==> config.mk <==
export PLATFORM = sky130hd
export DESIGN_NAME = sigcond_i2c_regs
export DESIGN_NICKNAME = d
export VERILOG_FILES = /design/src/rtl/sigcond_i2c_pkg.sv /design/src/rtl/sigcond_bus_sync.sv /design/src/rtl/sigcond_i2c_engine.sv /design/src/rtl/sigcond_cfg_regfile.sv /design/src/rtl/sigcond_i2c_regs.sv
export SDC_FILE = /design/constraint.sdc
export NUM_CORES = 1
export LEC_CHECK = 0
export BUFFER_PORTS_ARGS = -buffer_cell sky130_fd_sc_hd__buf_2
export CAP_MARGIN = 10
export CORE_ASPECT_RATIO = 1.75
export CORE_MARGIN = 8
export CORE_UTILIZATION = 52
export CTS_BUF_LIST = sky130_fd_sc_hd__clkbuf_8 sky130_fd_sc_hd__clkbuf_16
export CTS_CLUSTER_DIAMETER = 80
export CTS_CLUSTER_SIZE = 10
export DETAILED_ROUTE_END_ITERATION = 16
export PLACE_DENSITY = 0.85
export SYNTH_ARGS = -nofsm -noshare
export SYNTH_HDL_FRONTEND = slang
export SYNTH_SLANG_ARGS = --single-unit
==> constraint.sdc <==
create_clock -name clk -period 2.5 [get_ports clk]
set_input_delay 0.25 -clock clk [delete_from_list [all_inputs] [get_ports clk]]
set_output_delay 0.25 -clock clk [all_outputs]
set_load 0.01 [all_outputs]
==> src/rtl/sigcond_i2c_pkg.sv <==
package sigcond_i2c_pkg;

    localparam int NUM_REGS = 12;
    localparam int PTR_W    = $clog2(NUM_REGS + 1);
    localparam int NUM_RSVD = 2;

    localparam logic [PTR_W-1:0] REG_SIG   = 0;
    localparam logic [PTR_W-1:0] REG_RXDET = 1;
    localparam logic [PTR_W-1:0] REG_LBDE  = 2;
    localparam logic [PTR_W-1:0] REG_INDIS = 3;
    localparam logic [PTR_W-1:0] REG_ODIS  = 4;
    localparam logic [PTR_W-1:0] REG_CRST  = 5;
    localparam logic [PTR_W-1:0] REG_PWR   = 6;
    localparam logic [PTR_W-1:0] REG_RXEN  = 7;
    localparam logic [PTR_W-1:0] REG_GRPA  = 8;
    localparam logic [PTR_W-1:0] REG_GRPB  = 9;
    localparam logic [PTR_W-1:0] REG_RSV0  = 10;
    localparam logic [PTR_W-1:0] REG_RSV1  = 11;

    typedef enum logic [2:0] {
        ST_IDLE, ST_ADDR, ST_AACK, ST_RX, ST_RACK, ST_TX, ST_MACK
    } bus_state_e;

    typedef struct packed {
        logic             wr;
        logic [PTR_W-1:0] idx;
        logic [7:0]       data;
    } reg_wr_t;

    // Target address built from the three strapped bits {A4, A1, A0}
    function automatic logic [6:0] dev_addr(input logic [2:0] strap);
        return {2'b11, strap[2], 2'b00, strap[1:0]};
    endfunction

    // Byte pointer stops one past the last byte
    function automatic logic [PTR_W-1:0] ptr_next(input logic [PTR_W-1:0] p);
        return (p == PTR_W'(NUM_REGS)) ? p : p + 1'b1;
    endfunction

endpackage

==> src/rtl/sigcond_bus_sync.sv <==
module sigcond_bus_sync #(
    parameter int STAGES = 2
) (
    input  logic clk,
    input  logic rst,
    input  logic scl_i,
    input  logic sda_i,
    output logic sda_s,
    output logic scl_rise,
    output logic scl_fall,
    output logic start_ev,
    output logic stop_ev
);
    logic [STAGES-1:0] scl_pipe, sda_pipe;
    logic scl_s, scl_d, sda_d;

    always_ff @(posedge clk) begin
        if (rst) begin
            scl_pipe <= '1;
            sda_pipe <= '1;
            scl_d    <= 1'b1;
            sda_d    <= 1'b1;
        end else begin
            scl_pipe <= {scl_pipe[STAGES-2:0], scl_i};
            sda_pipe <= {sda_pipe[STAGES-2:0], sda_i};
            scl_d    <= scl_s;
            sda_d    <= sda_s;
        end
    end

    assign scl_s    = scl_pipe[STAGES-1];
    assign sda_s    = sda_pipe[STAGES-1];
    assign scl_rise = scl_s & ~scl_d;
    assign scl_fall = ~scl_s & scl_d;
    assign start_ev = scl_s & scl_d & sda_d & ~sda_s;
    assign stop_ev  = scl_s & scl_d & ~sda_d & sda_s;
endmodule

==> src/rtl/sigcond_i2c_engine.sv <==
module sigcond_i2c_engine
    import sigcond_i2c_pkg::*;
(
    input  logic             clk,
    input  logic             rst,
    input  logic             scl_rise,
    input  logic             scl_fall,
    input  logic             start_ev,
    input  logic             stop_ev,
    input  logic             sda_s,
    input  logic [6:0]       dev_id,
    input  logic [7:0]       rd_data,
    output logic [PTR_W-1:0] rd_idx,
    output reg_wr_t          wr,
    output logic             sda_oe
);
    localparam logic [3:0] LAST_BIT = 4'd8;

    bus_state_e       state;
    logic [3:0]       bit_cnt;
    logic [7:0]       sh;
    logic [PTR_W-1:0] ptr;
    logic             is_read;
    logic             skip_next;

    assign rd_idx = ptr;

    always_ff @(posedge clk) begin
        wr.wr <= 1'b0;
        if (rst) begin
            state     <= ST_IDLE;
            bit_cnt   <= '0;
            sh        <= '0;
            ptr       <= '0;
            is_read   <= 1'b0;
            skip_next <= 1'b0;
            sda_oe    <= 1'b0;
            wr.idx    <= '0;
            wr.data   <= '0;
        end else if (start_ev) begin
            state   <= ST_ADDR;
            bit_cnt <= '0;
            ptr     <= '0;
            sda_oe  <= 1'b0;
        end else if (stop_ev) begin
            state  <= ST_IDLE;
            ptr    <= '0;
            sda_oe <= 1'b0;
        end else begin
            case (state)
                ST_ADDR: begin
                    if (scl_rise) begin
                        sh      <= {sh[6:0], sda_s};
                        bit_cnt <= bit_cnt + 1'b1;
                    end else if (scl_fall && bit_cnt == LAST_BIT) begin
                        if (sh[7:1] == dev_id) begin
                            is_read <= sh[0];
                            sda_oe  <= 1'b1;
                            state   <= ST_AACK;
                        end else begin
                            state <= ST_IDLE;
                        end
                    end
                end
                ST_AACK: begin
                    if (scl_fall) begin
                        bit_cnt <= '0;
                        if (is_read) begin
                            sh     <= rd_data;
                            sda_oe <= ~rd_data[7];
                            state  <= ST_TX;
                        end else begin
                            sda_oe    <= 1'b0;
                            skip_next <= 1'b1;
                            state     <= ST_RX;
                        end
                    end
                end
                ST_RX: begin
                    if (scl_rise) begin
                        sh      <= {sh[6:0], sda_s};
                        bit_cnt <= bit_cnt + 1'b1;
                    end else if (scl_fall && bit_cnt == LAST_BIT) begin
                        sda_oe <= 1'b1;
                        state  <= ST_RACK;
                        if (skip_next) begin
                            skip_next <= 1'b0;
                        end else begin
                            wr.wr   <= 1'b1;
                            wr.idx  <= ptr;
                            wr.data <= sh;
                            ptr     <= ptr_next(ptr);
                        end
                    end
                end
                ST_RACK: begin
                    if (scl_fall) begin
                        sda_oe  <= 1'b0;
                        bit_cnt <= '0;
                        state   <= ST_RX;
                    end
                end
                ST_TX: begin
                    if (scl_rise) begin
                        bit_cnt <= bit_cnt + 1'b1;
                    end else if (scl_fall) begin
                        if (bit_cnt == LAST_BIT) begin
                            sda_oe <= 1'b0;
                            state  <= ST_MACK;
                        end else begin
                            sh     <= {sh[6:0], 1'b0};
                            sda_oe <= ~sh[6];
                        end
                    end
                end
                ST_MACK: begin
                    if (scl_rise) begin
                        if (sda_s) state <= ST_IDLE;
                        else       ptr   <= ptr_next(ptr);
                    end else if (scl_fall) begin
                        sh      <= rd_data;
                        sda_oe  <= ~rd_data[7];
                        bit_cnt <= '0;
                        state   <= ST_TX;
                    end
                end
                default: ;
            endcase
        end
    end
endmodule

==> src/rtl/sigcond_cfg_regfile.sv <==
module sigcond_cfg_regfile
    import sigcond_i2c_pkg::*;
(
    input  logic             clk,
    input  logic             rst,
    input  logic             mode_lock,
    input  reg_wr_t          wr,
    input  logic [PTR_W-1:0] rd_idx,
    output logic [7:0]       rd_data,
    input  logic             strap_lb_n,
    input  logic             strap_pd_n,
    input  logic             strap_rst_n,
    input  logic             strap_rxd_a,
    input  logic             strap_rxd_b,
    input  logic             strap_de_a,
    input  logic             strap_de_b,
    input  logic [7:0]       strap_grp_a,
    input  logic [7:0]       strap_grp_b,
    input  logic [7:0]       sig_det,
    input  logic [7:0]       rx_det,
    output logic [3:0]       lb_n,
    output logic             de_a,
    output logic             de_b,
    output logic [7:0]       in_dis,
    output logic [7:0]       out_dis,
    output logic [7:0]       ch_rst_n,
    output logic [7:0]       ch_pd_n,
    output logic [7:0]       rxd_en,
    output logic [7:0]       grp_a_cfg,
    output logic [7:0]       grp_b_cfg
);
    logic [7:0] rsv_q [NUM_RSVD];

    always_ff @(posedge clk) begin
        if (rst) begin
            lb_n      <= {4{strap_lb_n}};
            de_a      <= strap_de_a;
            de_b      <= strap_de_b;
            in_dis    <= '0;
            out_dis   <= '0;
            ch_rst_n  <= {8{strap_rst_n}};
            ch_pd_n   <= {8{strap_pd_n}};
            rxd_en    <= {4{strap_rxd_a, strap_rxd_b}};
            grp_a_cfg <= strap_grp_a;
            grp_b_cfg <= strap_grp_b;
            for (int i = 0; i < NUM_RSVD; i++) rsv_q[i] <= '0;
        end else if (wr.wr && !mode_lock) begin
            case (wr.idx)
                REG_LBDE:  {lb_n, de_a, de_b} <= wr.data[7:2];
                REG_INDIS: in_dis    <= wr.data;
                REG_ODIS:  out_dis   <= wr.data;
                REG_CRST:  ch_rst_n  <= wr.data;
                REG_PWR:   ch_pd_n   <= wr.data;
                REG_RXEN:  rxd_en    <= wr.data;
                REG_GRPA:  grp_a_cfg <= wr.data;
                REG_GRPB:  grp_b_cfg <= wr.data;
                REG_RSV0:  rsv_q[0]  <= wr.data;
                REG_RSV1:  rsv_q[1]  <= wr.data;
                default: ;
            endcase
        end
    end

    always_comb begin
        case (rd_idx)
            REG_SIG:   rd_data = sig_det;
            REG_RXDET: rd_data = rx_det;
            REG_LBDE:  rd_data = {lb_n, de_a, de_b, 2'b00};
            REG_INDIS: rd_data = in_dis;
            REG_ODIS:  rd_data = out_dis;
            REG_CRST:  rd_data = ch_rst_n;
            REG_PWR:   rd_data = ch_pd_n;
            REG_RXEN:  rd_data = rxd_en;
            REG_GRPA:  rd_data = grp_a_cfg;
            REG_GRPB:  rd_data = grp_b_cfg;
            REG_RSV0:  rd_data = rsv_q[0];
            REG_RSV1:  rd_data = rsv_q[1];
            default:   rd_data = 8'h00;
        endcase
    end
endmodule

==> src/rtl/sigcond_i2c_regs.sv <==
module sigcond_i2c_regs
    import sigcond_i2c_pkg::*;
#(
    parameter int SYNC_STAGES = 2
) (
    input  logic       clk,
    input  logic       rst,
    input  logic       scl_i,
    input  logic       sda_i,
    output logic       sda_oe,
    input  logic [2:0] addr_strap,
    input  logic       mode_lock,
    input  logic       strap_lb_n,
    input  logic       strap_pd_n,
    input  logic       strap_rst_n,
    input  logic       strap_rxd_a,
    input  logic       strap_rxd_b,
    input  logic       strap_de_a,
    input  logic       strap_de_b,
    input  logic [7:0] strap_grp_a,
    input  logic [7:0] strap_grp_b,
    input  logic [7:0] sig_det,
    input  logic [7:0] rx_det,
    output logic [3:0] lb_n,
    output logic       de_a,
    output logic       de_b,
    output logic [7:0] in_dis,
    output logic [7:0] out_dis,
    output logic [7:0] ch_rst_n,
    output logic [7:0] ch_pd_n,
    output logic [7:0] rxd_en,
    output logic [7:0] grp_a_cfg,
    output logic [7:0] grp_b_cfg
);
    logic             sda_s, scl_rise_ev, scl_fall_ev, start_ev, stop_ev;
    logic [PTR_W-1:0] rd_idx;
    logic [7:0]       rd_data;
    reg_wr_t          wr;

    sigcond_bus_sync #(.STAGES(SYNC_STAGES)) u_sync (
        .clk(clk), .rst(rst), .scl_i(scl_i), .sda_i(sda_i),
        .sda_s(sda_s), .scl_rise(scl_rise_ev), .scl_fall(scl_fall_ev),
        .start_ev(start_ev), .stop_ev(stop_ev)
    );

    sigcond_i2c_engine u_engine (
        .clk(clk), .rst(rst), .scl_rise(scl_rise_ev), .scl_fall(scl_fall_ev),
        .start_ev(start_ev), .stop_ev(stop_ev), .sda_s(sda_s),
        .dev_id(dev_addr(addr_strap)), .rd_data(rd_data),
        .rd_idx(rd_idx), .wr(wr), .sda_oe(sda_oe)
    );

    sigcond_cfg_regfile u_regs (
        .clk(clk), .rst(rst), .mode_lock(mode_lock), .wr(wr),
        .rd_idx(rd_idx), .rd_data(rd_data),
        .strap_lb_n(strap_lb_n), .strap_pd_n(strap_pd_n),
        .strap_rst_n(strap_rst_n), .strap_rxd_a(strap_rxd_a),
        .strap_rxd_b(strap_rxd_b), .strap_de_a(strap_de_a),
        .strap_de_b(strap_de_b), .strap_grp_a(strap_grp_a),
        .strap_grp_b(strap_grp_b), .sig_det(sig_det), .rx_det(rx_det),
        .lb_n(lb_n), .de_a(de_a), .de_b(de_b), .in_dis(in_dis),
        .out_dis(out_dis), .ch_rst_n(ch_rst_n), .ch_pd_n(ch_pd_n),
        .rxd_en(rxd_en), .grp_a_cfg(grp_a_cfg), .grp_b_cfg(grp_b_cfg)
    );
endmodule

**After elaboration in Yosys (flattened, before gate mapping)**

Memories as Yosys holds them, arrays and structs flattened.
Index checks and enable logic that the tools add are counted.

- Mux-type cells: 94
- Reductions and logical operators: 40
- Add/subtract/negate cells: 2
- Bitwise operators: 21
- Equal/unequal tests: 63

Operators by type and width:

| operator | number |
|---|---|
| 2-to-1 mux 8 bit | 25 |
| one-hot mux 8 bit (12 select lines) | 1 |
| 2-to-1 mux 4 bit | 12 |
| equality test 4 bit, second input constant | 10 |
| 2-to-1 mux 3 bit | 13 |
| AND reduction 12 bit | 3 |
| 2-to-1 mux 1 bit | 35 |
| equality test 4 x 3 -> 1 bit, second input constant | 8 |
| one-hot mux 8 bit (4 select lines) | 1 |
| != test 4 x 3 -> 1 bit, second input constant | 6 |
| != test 2 x 1 -> 1 bit, second input constant | 11 |
| != test 2 bit, second input constant | 9 |
| one-hot mux 3 bit (6 select lines) | 1 |
| AND reduction 6 bit | 3 |
| nonzero test 2 bit | 9 |
| equality test 4 x 2 -> 1 bit, second input constant | 4 |
| AND reduction 2 bit | 8 |
| 2-to-1 mux 13 bit | 1 |
| != test 4 bit, second input constant | 3 |
| inverter 1 bit | 12 |
| one-hot mux 4 bit (3 select lines) | 1 |
| AND reduction 11 bit | 1 |
| equality test 3 bit, second input constant | 3 |
| adder 4 x 1 -> 4 bit, second input constant | 2 |
| 26 further kinds | 38 |

- Output and inout bits: 63
- Memory bits (writable): 16
- Word-level logic and storage cells: 246
- Memories kept: 1
- Bits of input ports: 47
- Flip-flop bits (word level): 103

Memory list:

| name | words | bits a word | rd ports | clocked after memory_dff | write ports | RTL line | source |
|---|---|---|---|---|---|---|---|
| u_regs.rsv_q | 2 | 8 | 2 | 0 | 2 | sigcond_cfg_regfile.sv:32 | `logic [7:0] rsv_q [NUM_RSVD];` |

**Logic depth before layout (Yosys ltp)**

- Word-level depth: 8
- Gate-level depth with buffers: 9
- Gate-level depth less buffers: 7

**Modules after synthesis**

From an unflattened synthesis, not the netlist that was laid out.

- Cells, all modules: 596
- Area total of the unflattened synthesis: 6,053.3 um^2

By module, submodules not included:

| module | seq. area each (um^2) | area each (um^2) | instances | cells each |
|---|---|---|---|---|
| sigcond_cfg_regfile | 2,182.1 | 3,900.0 | 1 | 357 |
| sigcond_i2c_engine | 700.7 | 1,955.6 | 1 | 221 |
| sigcond_bus_sync | 120.1 | 190.2 | 1 | 16 |
| sigcond_i2c_regs | 0.0 | 7.5 | 1 | 2 |

**Worst setup path before layout**

No wires, ideal clock.

- Path kind: register to register
- Start: register u_engine.ptr[0], in the netlist u_engine.rd_idx[0]
- End: register u_engine.sda_oe
- Path slack: 0.537 ns
- Arrival time: 1.872 ns
- Path buffers: 1
- Stages on the path, launching flop included: 9
- Clock period less this slack: 1.963 ns
- Path through: dfxtp_1 -> inv_1 -> ha_1 -> buf_6 -> a222oi_1 -> a311oi_1 -> or3_1 -> o21ai_1 -> nor4bb_1

- Cells in the longest elaborated chain, start to end: 6

RTL lines:

| item | RTL line | source |
|---|---|---|
| start: declaration | sigcond_i2c_engine.sv:22 | `logic [PTR_W-1:0] ptr;` |
| start signal: assignment | sigcond_i2c_engine.sv:92 | `ptr <= ptr_next(ptr);` |
| start signal: assignment | sigcond_i2c_engine.sv:119 | `else ptr <= ptr_next(ptr);` |
| equality test 4 bit, or another cell as far along | sigcond_cfg_regfile.sv:65 | `case (rd_idx)` |
| one-hot mux 8 bit (12 select lines) (*) | sigcond_cfg_regfile.sv:65 |  |
| inverter 1 bit (*) | sigcond_i2c_engine.sv:70, sigcond_i2c_engine.sv:122 |  |
| 2-to-1 mux 1 bit (on tied branches) | sigcond_i2c_engine.sv:120, sigcond_i2c_engine.sv:68 |  |
| 2-to-1 mux 1 bit (on tied branches) | sigcond_i2c_engine.sv:117, sigcond_i2c_engine.sv:66 |  |
| one-hot mux 1 bit (6 select lines) (*) | sigcond_i2c_engine.sv:50 | `case (state)` |
| end signal: assignment | sigcond_i2c_engine.sv:70 | `sda_oe <= ~rd_data[7];` |
| end signal: assignment | sigcond_i2c_engine.sv:112 | `sda_oe <= ~sh[6];` |
| end signal: assignment | sigcond_i2c_engine.sv:122 | `sda_oe <= ~rd_data[7];` |
| end: declaration | sigcond_i2c_engine.sv:15 | `output logic sda_oe` |

Every way passes the cells marked *; elsewhere a longest branch is shown, timed or not. The select of a mux whose other input is x is not followed.
A chain may end at the register's enable or synchronous reset.

**Worst setup path in the final report**

- Start: register u_engine.ptr[0], in the netlist u_engine.rd_idx[0]
- End: register u_engine.sh[1]

- Cells in the longest elaborated chain, start to end: 5

RTL lines:

| item | RTL line | source |
|---|---|---|
| equality test 4 bit, or another cell as far along | sigcond_cfg_regfile.sv:65 |  |
| one-hot mux 8 bit (12 select lines) (*) | sigcond_cfg_regfile.sv:65 |  |
| 2-to-1 mux 8 bit (on tied branches) | sigcond_i2c_engine.sv:120, sigcond_i2c_engine.sv:68 |  |
| 2-to-1 mux 8 bit (on tied branches) | sigcond_i2c_engine.sv:117, sigcond_i2c_engine.sv:66 |  |
| one-hot mux 8 bit (4 select lines) (*) | sigcond_i2c_engine.sv:50 |  |
| end signal: assignment | sigcond_i2c_engine.sv:53 | `sh <= {sh[6:0], sda_s};` |
| end signal: assignment | sigcond_i2c_engine.sv:111 | `sh <= {sh[6:0], 1'b0};` |
| end signal: assignment | sigcond_i2c_engine.sv:121 | `sh <= rd_data;` |
| end: declaration | sigcond_i2c_engine.sv:21 | `logic [7:0] sh;` |

Marked as above.

==> impl_results.md <==
- Status: finished clean
- CP required: 2.82 ns
- Pwr Total: ~0.0048 W
- Post-Syn Nets: 628
- Distinct cell type count after synthesis: 62
- Crit end category: flop
- Fmax: around 430 MHz
- Tcrit/Tclk final: 0.928
- Mean Syn Cell Area: approximately 9.9 um^2
- Hold slack: 0.0257 ns
- Vias per cell: 6.09
- Fill cells: 837
- GRT overflow: 0
- Top FF cell, synth: edfxtp_1
- Area Overhead vs Synth: 21.5%
- I/O pin total: 110
- N_diodes: 0
- Die height: between 150 and 200 um
- Postcts setup bufs: 0
- H-tree depth: 4
- DP HPWL: 13000 um
- Maximum clock path buffer count: 2
- Initial antenna violation count: 0
- Clock buffer count from CTS: 17
- Worst path max stage delay: approximately 0.8 ns
- DRC viols: 0
- Arrival time at the worst endpoint: 2.64 ns
- Synth top area cells: edfxtp_1, dfxtp_1, nand2_1
- Num rows: 50
- Asr flop ratio synth: 0
- Ratio of cells with drive above 1 in the final layout: 0.245
- Slew Limit Fails: 0
- Synthesized instance count: 575
- Setup Skew: 0.00751 ns
- Number of I/O port buffers: ~110
- Via count: 5018
- Synth Warn #: 0
- TNS Setup: 0 ns
- Vias in the first global route: 5212
- Power Density: 693 nW/um^2
- Routability congestion estimate: 0.918
- Drt first-iter violations: 465
- Clock tree from TritonCTS: done
- Commonest cells in the netlist: nand2_1, edfxtp_1, dfxtp_1
- Setup violators final: 0
- Synthesized cell area: 5670 um^2
- Startpoint Class: flop
- First-pass DRT Iterations: 8
- Critical-path top delay cell: ha_1
- Min-Delay Path Class: in -> reg
- Leak Pwr: 2.96 nW
- Routed Antenna Nets: 0
- Worst VDD drop: 0.000592 V
- Top-count cell post-synth: nand2_1
- NumNets Final: between 700 and 800
- Clock root cell: clkbuf_16
- Die footprint: 14600 um^2
- Most area-hungry cell type in the Yosys netlist: edfxtp_1
- Clk sinks: 119
- Clock Pin Slew Worst Setup and Hold Paths: 0.05 ns
- CTS resizes: 0
- Dpl cells: 792
- Delay-heaviest family, CP: compound AO/OA/AOI/OAI gates
- Cell repeated most along the worst path: a22oi_1
- EDFF count, synth: 62
- FF+latch count, synth: 119
- GRT Resource Usage Total: 0.241
- Crit path kind: reg -> reg
- Post-layout min period: about 2.3 ns
- DIE WIDTH: about 95 um
- Unrepaired setup endpoints after global routing: false
- Initial core utilization: 0.530
- Global-route wire length before repair: between 20000 and 30000 um
- Crit-path cells: ha_1, a22oi_1, a311oi_1, a211o_1, a22oi_1, a211oi_1
- Slew @ Worst Pin: 0.904 ns
- Largest net degree at the start of global routing: 38
- Buffer and inverter count on the worst path: 0
- Max-cap violations: 0
- Hold_buf cts: 0
- Routed WL per cell: 20.9 um
- Share of the synthesized area in the top cell type: 0.328
- Crit Path Max Fanout: 24
- Non-filler cells, final: 824
- Rel. slew slack: 0.397
- Routed wire length: about 17000 um
- Final Hold Viols: 0
- Core Region: 10700 um^2
- Seq/Total Area, Yosys: 0.529
- Worst-skew pair later-pin latency: 0.41 ns
routing by layer:
metal,wire length (um),GRT usage
met3,1140,0.0577
met1,5960,0.241
met2,9290,0.422
met4,862,0.165
met5,0,0
cell usage in the layout (no fill, tap or decap), drive strengths merged, types with 7 or more instances in the layout:
| cell | Yosys | layout |
|---|---|---|
| a211oi | 7 | 7 |
| inv | 12 | 14 |
| a311oi | 12 | 12 |
| and2 | 11 | 11 |
| clkinv | 0 | 8 |
| a22oi | 13 | 13 |
| edfxtp | 62 | 62 |
| buf | 18 | 125 |
| clkbuf | 20 | 17 |
| or2 | 9 | 9 |
| a221oi | 8 | 8 |
| nand2b | 13 | 13 |
| dfxtp | 57 | 57 |
| nor2 | 38 | 38 |
| o21ai | 21 | 21 |
| mux2i | 24 | 24 |
| a21oi | 34 | 34 |
| nand2 | 118 | 118 |
| a21o | 8 | 8 |
through the flow:
step | utilization | worst slack [ns] | cell area (um^2)
5_1_grt | 0.644 | 0.00585 | 6890
6_report | 0.644 | 0.181 | 6890
2_1_floorplan | - | 0.537 | 5670
3_3_place_gp | 0.592 | 0.388 | 6330
3_5_place_dp | 0.592 | 0.268 | 6330
4_1_cts | 0.644 | 0.248 | 6890
logic make-up after synthesis:
kind of cell | after synthesis | share of synthesized area
adder cells (fa/ha/maj) | 6 | 0.0132
XOR/XNOR | 8 | 0.0124
buffers and inverters | 50 | 0.0384
multiplexers | 24 | 0.0423
AND/OR/NAND/NOR | 230 | 0.192
AO/OA/AOI/OAI | 138 | 0.172
flip-flops | 119 | 0.529
path summary, 6_finish.rpt:
| kind | from | endpoint | slack, ns | depth (start not counted) |
|---|---|---|---|---|
| max | u_engine.rd_idx[0] | u_engine.sh[1] | 0.18 | 6 |
| min | scl_i | u_sync.scl_pipe[0] | 0.03 | 2 |
| max reg2reg | u_engine.rd_idx[0] | u_engine.sh[1] | 0.18 | 6 |
| min reg2reg | u_sync.sda_pipe[0] | u_sync.sda_pipe[1] | 0.41 | 1 |
flip-flops by register name (all words and copies together) (netlist names), 2 cells and up:
name,flops
u_regs.grp_b_cfg,8
u_regs.in_dis,8
u_engine.sh,8
u_engine.wr,13
u_engine.rd_idx,4
u_engine.bit_cnt,4
u_sync.sda_pipe,2
u_regs.grp_a_cfg,8
u_regs.ch_pd_n,8
u_regs.rxd_en,8
u_regs.out_dis,8
u_regs.lb_n,4
u_sync.scl_pipe,2
u_engine.state,3
u_regs.ch_rst_n,8
u_regs.rsv_q,16
where the power goes:
part / total, W / internal, W / switching [W]
logic: 0.000279 / 0.000112 / 0.000166
clock network: 0.00233 / 0.00145 / 0.000883
registers: 0.00216 / 0.00212 / 0.0000417
cell type report:
cell class	instances	area (um^2)	area share
clock inverter	15	138	0.0200
clock buffer	17	425	0.0617
tap	130	163	0.0236
inverter	12	45.0	0.00654
timing repair buffer	125	666	0.0966
sequential	119	3000	0.436
multi-input combinational	406	2450	0.356
Power figures use the tool's default switching activity.
